$ cat config.mk
export PLATFORM = sky130hd
export DESIGN_NAME = stmem_ctrl
export DESIGN_NICKNAME = d
export VERILOG_FILES = /design/src/rtl/stmem_pkg.sv /design/src/rtl/stmem_cfg_regs.sv /design/src/rtl/stmem_seq.sv /design/src/rtl/stmem_datapath.sv /design/src/rtl/stmem_ctrl.sv
export SDC_FILE = /design/constraint.sdc
export NUM_CORES = 1
export LEC_CHECK = 0
export BUFFER_PORTS_ARGS = -buffer_cell sky130_fd_sc_hd__buf_4
export CAP_MARGIN = 20
export CORE_MARGIN = 2
export CORE_UTILIZATION = 30
export CTS_BUF_LIST = sky130_fd_sc_hd__clkbuf_4 sky130_fd_sc_hd__clkbuf_8
export CTS_CLUSTER_SIZE = 30
export DETAILED_ROUTE_END_ITERATION = 12
export PLACE_DENSITY_LB_ADDON = 0.12
export SETUP_SLACK_MARGIN = 0.2
export SYNTH_ARGS = -nofsm -noshare
export SYNTH_HDL_FRONTEND = slang
export SYNTH_HIERARCHICAL = 1
export SYNTH_SLANG_ARGS = --single-unit
$ cat constraint.sdc
create_clock -name clk -period 4.7 [get_ports clk]
set_input_delay 0.94 -clock clk [delete_from_list [all_inputs] [get_ports clk]]
set_output_delay 0.94 -clock clk [all_outputs]
set_load 0.02 [all_outputs]
$ cat src/rtl/stmem_pkg.sv
package stmem_pkg;

    localparam int WS_W      = 5;
    localparam int OED_W     = 4;
    localparam int MEM_DW    = 16;
    localparam int HOST_DW   = 2 * MEM_DW;
    localparam int NUM_BANKS = 2;
    localparam int BSEL_W    = $clog2(NUM_BANKS);
    localparam int CNT_W     = WS_W + 1;

    typedef logic [WS_W-1:0]  ws_t;
    typedef logic [OED_W-1:0] oed_t;
    typedef logic [CNT_W-1:0] cnt_t;

    localparam ws_t  WS_RESET  = '1;
    localparam oed_t OED_RESET = '0;

    typedef struct packed {
        ws_t  rd_ws;
        ws_t  wr_ws;
        oed_t oe_dly;
    } bank_cfg_t;

    typedef enum logic [1:0] {
        FLD_RD_WS  = 2'd0,
        FLD_WR_WS  = 2'd1,
        FLD_OE_DLY = 2'd2,
        FLD_NONE   = 2'd3
    } cfg_field_e;

    typedef enum logic [1:0] {
        SQ_IDLE   = 2'd0,
        SQ_ACCESS = 2'd1,
        SQ_GAP    = 2'd2
    } seq_state_e;

    typedef struct packed {
        logic [BSEL_W-1:0] bank;
        logic              wr;
        logic              word;
        ws_t               ws;
        oed_t              oed;
    } xfer_t;

    // index of the final chip-select cycle: wait value plus one
    function automatic cnt_t last_count(input ws_t ws);
        return {1'b0, ws} + cnt_t'(1);
    endfunction

    // number of write-enable cycles, never fewer than one
    function automatic cnt_t we_span(input ws_t ws);
        return (ws == '0) ? cnt_t'(1) : {1'b0, ws};
    endfunction

    function automatic cnt_t widen_oed(input oed_t d);
        return {{(CNT_W-OED_W){1'b0}}, d};
    endfunction

endpackage

$ cat src/rtl/stmem_cfg_regs.sv
module stmem_cfg_regs
    import stmem_pkg::*;
(
    input  logic                    clk,
    input  logic                    rst,
    input  logic                    cfg_wr,
    input  logic [BSEL_W-1:0]       cfg_bank,
    input  logic [1:0]              cfg_field,
    input  logic [WS_W-1:0]         cfg_wdata,
    output logic [WS_W-1:0]         cfg_rdata,
    output bank_cfg_t [NUM_BANKS-1:0] bank_cfg
);

    cfg_field_e field;
    bank_cfg_t  rd_sel;

    assign field = cfg_field_e'(cfg_field);

    always_ff @(posedge clk) begin
        if (rst) begin
            for (int b = 0; b < NUM_BANKS; b++) begin
                bank_cfg[b].rd_ws  <= WS_RESET;
                bank_cfg[b].wr_ws  <= WS_RESET;
                bank_cfg[b].oe_dly <= OED_RESET;
            end
        end else if (cfg_wr) begin
            for (int b = 0; b < NUM_BANKS; b++) begin
                if (cfg_bank == BSEL_W'(b)) begin
                    case (field)
                        FLD_RD_WS:  bank_cfg[b].rd_ws  <= cfg_wdata;
                        FLD_WR_WS:  bank_cfg[b].wr_ws  <= cfg_wdata;
                        FLD_OE_DLY: bank_cfg[b].oe_dly <= cfg_wdata[OED_W-1:0];
                        default: ;
                    endcase
                end
            end
        end
    end

    always_comb begin
        rd_sel = bank_cfg[cfg_bank];
        case (field)
            FLD_RD_WS:  cfg_rdata = rd_sel.rd_ws;
            FLD_WR_WS:  cfg_rdata = rd_sel.wr_ws;
            FLD_OE_DLY: cfg_rdata = {{(WS_W-OED_W){1'b0}}, rd_sel.oe_dly};
            default:    cfg_rdata = '0;
        endcase
    end

endmodule

$ cat src/rtl/stmem_seq.sv
module stmem_seq
    import stmem_pkg::*;
#(
    parameter int BANK_BIT = 20
) (
    input  logic                      clk,
    input  logic                      rst,
    input  logic                      host_req,
    input  logic                      host_wr,
    input  logic                      host_word,
    input  logic [BANK_BIT-1:0]       hw_addr,
    input  bank_cfg_t [NUM_BANKS-1:0] bank_cfg,
    output logic                      host_ready,
    output logic                      cs_act,
    output logic                      oe_act,
    output logic                      we_act,
    output logic                      capture,
    output logic                      half_idx,
    output logic [BSEL_W-1:0]         act_bank,
    output logic                      xfer_wr,
    output logic                      xfer_word,
    output logic [BANK_BIT-2:0]       half_addr
);

    seq_state_e        state;
    cnt_t              cnt;
    xfer_t             xfer;
    logic [BSEL_W-1:0] new_bank;
    bank_cfg_t         new_cfg;
    logic              at_last;

    // bank bit sits at the top of the half-word address slice
    assign new_bank = hw_addr[BANK_BIT-1 -: BSEL_W];
    assign new_cfg  = bank_cfg[new_bank];

    always_ff @(posedge clk) begin
        if (rst) begin
            state     <= SQ_IDLE;
            cnt       <= '0;
            half_idx  <= 1'b0;
            xfer      <= '0;
            half_addr <= '0;
        end else begin
            case (state)
                SQ_IDLE: begin
                    if (host_req) begin
                        xfer.bank <= new_bank;
                        xfer.wr   <= host_wr;
                        xfer.word <= host_word;
                        xfer.ws   <= host_wr ? new_cfg.wr_ws : new_cfg.rd_ws;
                        xfer.oed  <= new_cfg.oe_dly;
                        half_addr <= hw_addr[BANK_BIT-2:0];
                        cnt       <= '0;
                        half_idx  <= 1'b0;
                        state     <= SQ_ACCESS;
                    end
                end
                SQ_ACCESS: begin
                    if (at_last) begin
                        state <= SQ_GAP;
                    end else begin
                        cnt <= cnt + cnt_t'(1);
                    end
                end
                SQ_GAP: begin
                    if (xfer.word && !half_idx) begin
                        half_idx <= 1'b1;
                        cnt      <= '0;
                        state    <= SQ_ACCESS;
                    end else begin
                        state <= SQ_IDLE;
                    end
                end
                default: state <= SQ_IDLE;
            endcase
        end
    end

    always_comb begin
        host_ready = (state == SQ_IDLE);
        cs_act     = (state == SQ_ACCESS);
        at_last    = cs_act && (cnt == last_count(xfer.ws));
        oe_act     = cs_act && !xfer.wr && (cnt >= widen_oed(xfer.oed));
        we_act     = cs_act && xfer.wr && (cnt != '0) && (cnt <= we_span(xfer.ws));
        capture    = at_last && !xfer.wr;
        act_bank   = xfer.bank;
        xfer_wr    = xfer.wr;
        xfer_word  = xfer.word;
    end

endmodule

$ cat src/rtl/stmem_datapath.sv
module stmem_datapath
    import stmem_pkg::*;
#(
    parameter int BANK_BIT = 20
) (
    input  logic                 clk,
    input  logic                 rst,
    input  logic                 start,
    input  logic [HOST_DW-1:0]   host_wdata,
    input  logic [BANK_BIT-2:0]  half_addr,
    input  logic                 half_idx,
    input  logic                 xfer_word,
    input  logic                 capture,
    input  logic [MEM_DW-1:0]    mem_din,
    output logic [BANK_BIT-2:0]  mem_addr,
    output logic [MEM_DW-1:0]    mem_dout,
    output logic [HOST_DW-1:0]   host_rdata
);

    logic [HOST_DW-1:0] wdata_q;

    always_ff @(posedge clk) begin
        if (rst) begin
            wdata_q <= '0;
        end else if (start) begin
            wdata_q <= host_wdata;
        end
    end

    always_ff @(posedge clk) begin
        if (rst) begin
            host_rdata <= '0;
        end else if (capture) begin
            if (!half_idx) begin
                host_rdata[MEM_DW-1:0] <= mem_din;
                if (!xfer_word) begin
                    host_rdata[HOST_DW-1:MEM_DW] <= '0;
                end
            end else begin
                host_rdata[HOST_DW-1:MEM_DW] <= mem_din;
            end
        end
    end

    always_comb begin
        mem_addr = xfer_word ? {half_addr[BANK_BIT-2:1], half_idx} : half_addr;
        mem_dout = half_idx ? wdata_q[HOST_DW-1:MEM_DW] : wdata_q[MEM_DW-1:0];
    end

endmodule

$ cat src/rtl/stmem_ctrl.sv
module stmem_ctrl
    import stmem_pkg::*;
#(
    parameter int BANK_BIT = 20
) (
    input  logic                  clk,
    input  logic                  rst,
    input  logic                  cfg_wr,
    input  logic [BSEL_W-1:0]     cfg_bank,
    input  logic [1:0]            cfg_field,
    input  logic [WS_W-1:0]       cfg_wdata,
    output logic [WS_W-1:0]       cfg_rdata,
    input  logic                  host_req,
    input  logic                  host_wr,
    input  logic                  host_word,
    input  logic [BANK_BIT:1]     host_addr,
    input  logic [HOST_DW-1:0]    host_wdata,
    output logic                  host_ready,
    output logic [HOST_DW-1:0]    host_rdata,
    output logic [NUM_BANKS-1:0]  mem_cs_n,
    output logic                  mem_oe_n,
    output logic                  mem_we_n,
    output logic [BANK_BIT-2:0]   mem_addr,
    output logic [MEM_DW-1:0]     mem_dout,
    output logic                  mem_dout_en,
    input  logic [MEM_DW-1:0]     mem_din
);

    bank_cfg_t [NUM_BANKS-1:0] bank_cfg;
    logic                      cs_act, oe_act, we_act, capture;
    logic                      half_idx, xfer_wr, xfer_word, start;
    logic [BSEL_W-1:0]         act_bank;
    logic [BANK_BIT-2:0]       half_addr;
    logic [BANK_BIT-1:0]       hw_addr;

    assign hw_addr = host_addr;
    assign start   = host_req && host_ready;

    stmem_cfg_regs u_cfg (
        .clk       (clk),
        .rst       (rst),
        .cfg_wr    (cfg_wr),
        .cfg_bank  (cfg_bank),
        .cfg_field (cfg_field),
        .cfg_wdata (cfg_wdata),
        .cfg_rdata (cfg_rdata),
        .bank_cfg  (bank_cfg)
    );

    stmem_seq #(.BANK_BIT(BANK_BIT)) u_seq (
        .clk        (clk),
        .rst        (rst),
        .host_req   (host_req),
        .host_wr    (host_wr),
        .host_word  (host_word),
        .hw_addr    (hw_addr),
        .bank_cfg   (bank_cfg),
        .host_ready (host_ready),
        .cs_act     (cs_act),
        .oe_act     (oe_act),
        .we_act     (we_act),
        .capture    (capture),
        .half_idx   (half_idx),
        .act_bank   (act_bank),
        .xfer_wr    (xfer_wr),
        .xfer_word  (xfer_word),
        .half_addr  (half_addr)
    );

    stmem_datapath #(.BANK_BIT(BANK_BIT)) u_dp (
        .clk        (clk),
        .rst        (rst),
        .start      (start),
        .host_wdata (host_wdata),
        .half_addr  (half_addr),
        .half_idx   (half_idx),
        .xfer_word  (xfer_word),
        .capture    (capture),
        .mem_din    (mem_din),
        .mem_addr   (mem_addr),
        .mem_dout   (mem_dout),
        .host_rdata (host_rdata)
    );

    for (genvar b = 0; b < NUM_BANKS; b++) begin : g_cs
        assign mem_cs_n[b] = !(cs_act && (act_bank == BSEL_W'(b)));
    end

    assign mem_oe_n    = !oe_act;
    assign mem_we_n    = !we_act;
    assign mem_dout_en = cs_act && xfer_wr;

endmodule

==> impl_metrics.csv <==
group,metric,value,unit
sta,finalCritPeriodShare,76.68,%
sta,rsz0062_at_grt,"no",
clocking,clk_pin_slew,80,ps
power_and_ir_drop,powerDensity,328.4,nW/um^2
sta,relSlewSlack,29.25,%
finish,drive_above_1_share,29.31,%
power_and_ir_drop,irDropWorstVdd,162.2,uV
floorplan,io_pins,160,
drt,routed_wl,16.32,mm
grt,grt_pass1_vias,4946,
worst_setup_path,cp_num_cells,13,
clocking,cts_tree,"yes",
synthesis,postSynthAreaPerCell,8.963,sq um
drt,met2_length,7.699,mm
grt,grt_pass1_wl,25.97,mm
finish,fill_cells,2086,
worst_setup_path,path_max_fanout,6,
synthesis,synth_cell_types,57,
drt,met3_length,850,um
hold_path,hp-class,"register to register",
drt,detail_route.wl_per_cell,15.08,um
worst_setup_path,start_kind,"register",
worst_setup_path,worstSetupPathType,"register to output pin",
synthesis,ys_warn_count,6,
floorplan,die_w,146.5,um
sta,slew_viol_final,0,
synthesis,ys.flop_type,"dfxtp_1",
synthesis,synth-edff-count,0,
worst_setup_path,r2r_slack,1930,ps
worst_setup_path,end_kind,"output pin",
sta,worst_slew_pin_slew,1061,ps
drt,highest_layer,"met4",
finish,fin_nets,894,
clocking,cts_resized,0,
drt,wl_met1,7.588,mm
placement,post-dp-hpwl,11.76,mm
sta,post-route-min-period,3604,ps
clocking,cts.sinks,132,
worst_setup_path,path_cells,"inv_1, ha_1, nor4b_1, nand2b_1, ha_1, nor2b_1, o21a_1, o21ai_0, nand2b_1, a21oi_1, o21a_1, inv_1, buf_4",
worst_setup_path,crit_required,3760,ps
sta,hold_viol,0,
clocking,htree_levels,4,
worst_setup_path,crit_slowest_cell,"dfxtp_1",
worst_setup_path,crit_path_end,"mem_we_n",
drt,ant_nets,0,
worst_setup_path,path_buf_inv,3,
synthesis,synth_top_area_share,43.36,%
worst_setup_path,crit_start,"u_seq/xfer[4]",
worst_setup_path,r2r_end,"u_dp/host_rdata[15]",
synthesis,synth_top_area_cell,"dfxtp_1",
drt,drtPass1Iterations,4,
floorplan,die_y,146.5,um
job,max-cap-violations,0,
worst_setup_path,worstRegToRegCells,10,
grt,grt_overflow_total,0,
clocking,clk_path_buf_depth,2,
floorplan,die_area,21470,sq um
sta,setup_viol,0,
status,status,"finished clean",
worst_setup_path,r2r_start,"u_seq/xfer[4]",
worst_setup_path,critPathMaxStageDelay,420,ps
finish,fin_area,7634,sq um
grt,grt_use_total,15.17,%
clocking,root_buffer,"clkbuf_8",
grt,antenna_found_initial,0,
synthesis,synth_cells,680,
placement,postPlaceCellArea,7258,sq um
finish,antennaDiodeCount,0,
sta,skew,10.86,ps
synthesis,async_reset_ff_share,0,%
clocking,cts_hold_buf,0,
drt,drt_iter0_drc,299,
floorplan,start_util,30.31,%
drt,drc_errors,0,
drt,vias_per_cell,4.700,
synthesis,syn_area,6095,sq um
sta,fmax,0.2775,GHz
floorplan,floorplan.core_area,20100,sq um
finish,syn2layout_area_growth,25.25,%
placement,port_buffers,159,
clocking,cts-buffers-inserted,17,
synthesis,synth_area_leaders,"dfxtp_1 43%, mux2i_1 9.2%, a21oi_1 6.8%",
synthesis,synthesis.nets,775,
power_and_ir_drop,power_leakage,0.003146,uW
synthesis,ys_ff_latch,132,
synthesis,ys_seq_area_share,43.36,%
sta,fin_setup_tns,0,ps
worst_setup_path,critical_path_arrival,2660,ps
clocking,clk_latency,430,ps
drt,vias,5085,
placement,place_congestion,0.8121,
grt,grt_max_degree,59,
clocking,postCtsSetupBuffers,0,
floorplan,core.rowCount,52,
worst_setup_path,crit_family,"compound AO/OA/AOI/OAI gates",
-- power breakdown --
group / switching (uW) / total [uW] / internal [uW] / leakage [uW]
combinational: 222 / 406 / 184 / 0.00189
sequential: 34.3 / 1200 / 1170 / 0.00108
clock: 447 / 897 / 451 / 0.000184
-- cells in the final DEF (no fill, tap or decap), types with 3 or more instances in the layout --
master        n
o21ai_0      19
mux2i_1      56
clkinv_2      4
ha_1         13
nand2_1     108
o21ai_1       3
nand3_1       6
inv_1        14
and2_1        3
dfxtp_1     132
xnor2_1       3
nand2b_1     10
o221ai_1      5
a211oi_1      5
or3_1         7
mux2_2       17
mux4_2        5
nor2b_1       4
buf_4       163
nor2_1       56
nor4b_1       3
clkinvlp_4    4
nor3_1       24
a21oi_1      83
clkbuf_8     19
-- how the worst min path moves through the flow --
stage,depth (start not counted),slack [ps],endpoint,startpoint
floorplan,2,430,u_seq/half_addr[0],u_seq/half_addr[0]
global placement,2,440,u_seq/half_addr[15],u_seq/half_addr[15]
detailed placement,2,450,u_seq/half_addr[15],u_seq/half_addr[15]
CTS,2,460,u_seq/half_addr[15],u_seq/half_addr[15]
global route,2,470,u_seq/half_addr[1],u_seq/half_addr[1]
finish,2,460,u_dp/host_rdata[10],u_dp/host_rdata[10]
-- worst reg2reg max path, cell delays in order, from the launching register on --
cell and delay (ps):
dfxtp_1 420, inv_1 70, ha_1 300, xor2_1 160
a211oi_2 190, nand4_2 160, or3_1 390, nor2_1 230
and2b_1 510, nand2_1 130, a21oi_1 150
-- per-layer routing --
| metal | up-vias | global-route usage [%] |
|---|---|---|
| li1 | 2547 | - |
| met1 | 2382 | 19.70 |
| met2 | 146 | 24.60 |
| met3 | 10 | 4.281 |
| met4 | 0 | 4.515 |
| met5 | - | 0 |
-- logic make-up (layout without fill, tap and decap cells) --
family | Yosys count | in the layout | share of synthesized area (%)
AO/OA/AOI/OAI | 128 | 128 | 11.97
flip-flops | 132 | 132 | 43.36
multiplexers | 79 | 79 | 14.62
AND/OR/NAND/NOR | 245 | 245 | 19.13
adder cells (fa/ha/maj) | 13 | 13 | 2.669
XOR/XNOR | 5 | 5 | 0.7187
buffers and inverters | 78 | 210 | 7.534
-- flip-flops by register name, summed over array words and instances, names as in the netlist --
| register | count |
|---|---|
| u_dp/host_rdata | 32 |
| u_dp/wdata_q | 32 |
| u_cfg/bank_cfg | 28 |
| u_seq/half_addr | 19 |
| u_seq/xfer | 9 |
| u_seq/cnt | 6 |
| u_seq/state | 2 |
| u_seq/act_bank | 1 |
| u_seq/half_idx | 1 |
| u_seq/xfer_word | 1 |
| u_seq/xfer_wr | 1 |
-- area by class of cell --
type / count / area (sq um) / area share (%)
multi-input combinational: 470 / 2997 / 39.26
sequential: 132 / 2643 / 34.62
timing repair buffer: 164 / 1229 / 16.10
tap: 270 / 337.8 / 4.426
clock buffer: 20 / 269.0 / 3.524
clock inverter: 12 / 106.4 / 1.393
inverter: 14 / 52.55 / 0.6884
-- synthesized netlist by cell type (10+ instances only) --
| cell | n |
|---|---|
| a21oi_1 | 83 |
| buf_2 | 11 |
| buf_4 | 23 |
| clkbuf_1 | 18 |
| dfxtp_1 | 132 |
| ha_1 | 13 |
| inv_1 | 14 |
| mux2_2 | 17 |
| mux2i_1 | 56 |
| nand2_1 | 108 |
| nand2b_1 | 10 |
| nor2_1 | 57 |
| nor3_1 | 24 |
| o21ai_0 | 19 |
-- through the flow --
stage / hold slack, ps / power, uW / util, % / setup slack, ps / std cells
after floorplan: 433.8 / 1494 / - / 1805 / 680
after global placement: 443.7 / 1632 / 36.08 / 1586 / 1049
after detailed placement: 448.2 / 1640 / 36.10 / 1525 / 1050
after CTS: 458.2 / 2550 / 37.97 / 1041 / 1082
after global routing: 471.1 / 2641 / 37.97 / 735.1 / 1082
final: 457.5 / 2507 / 37.97 / 1096 / 1082
(Power assumes the default switching activity.)
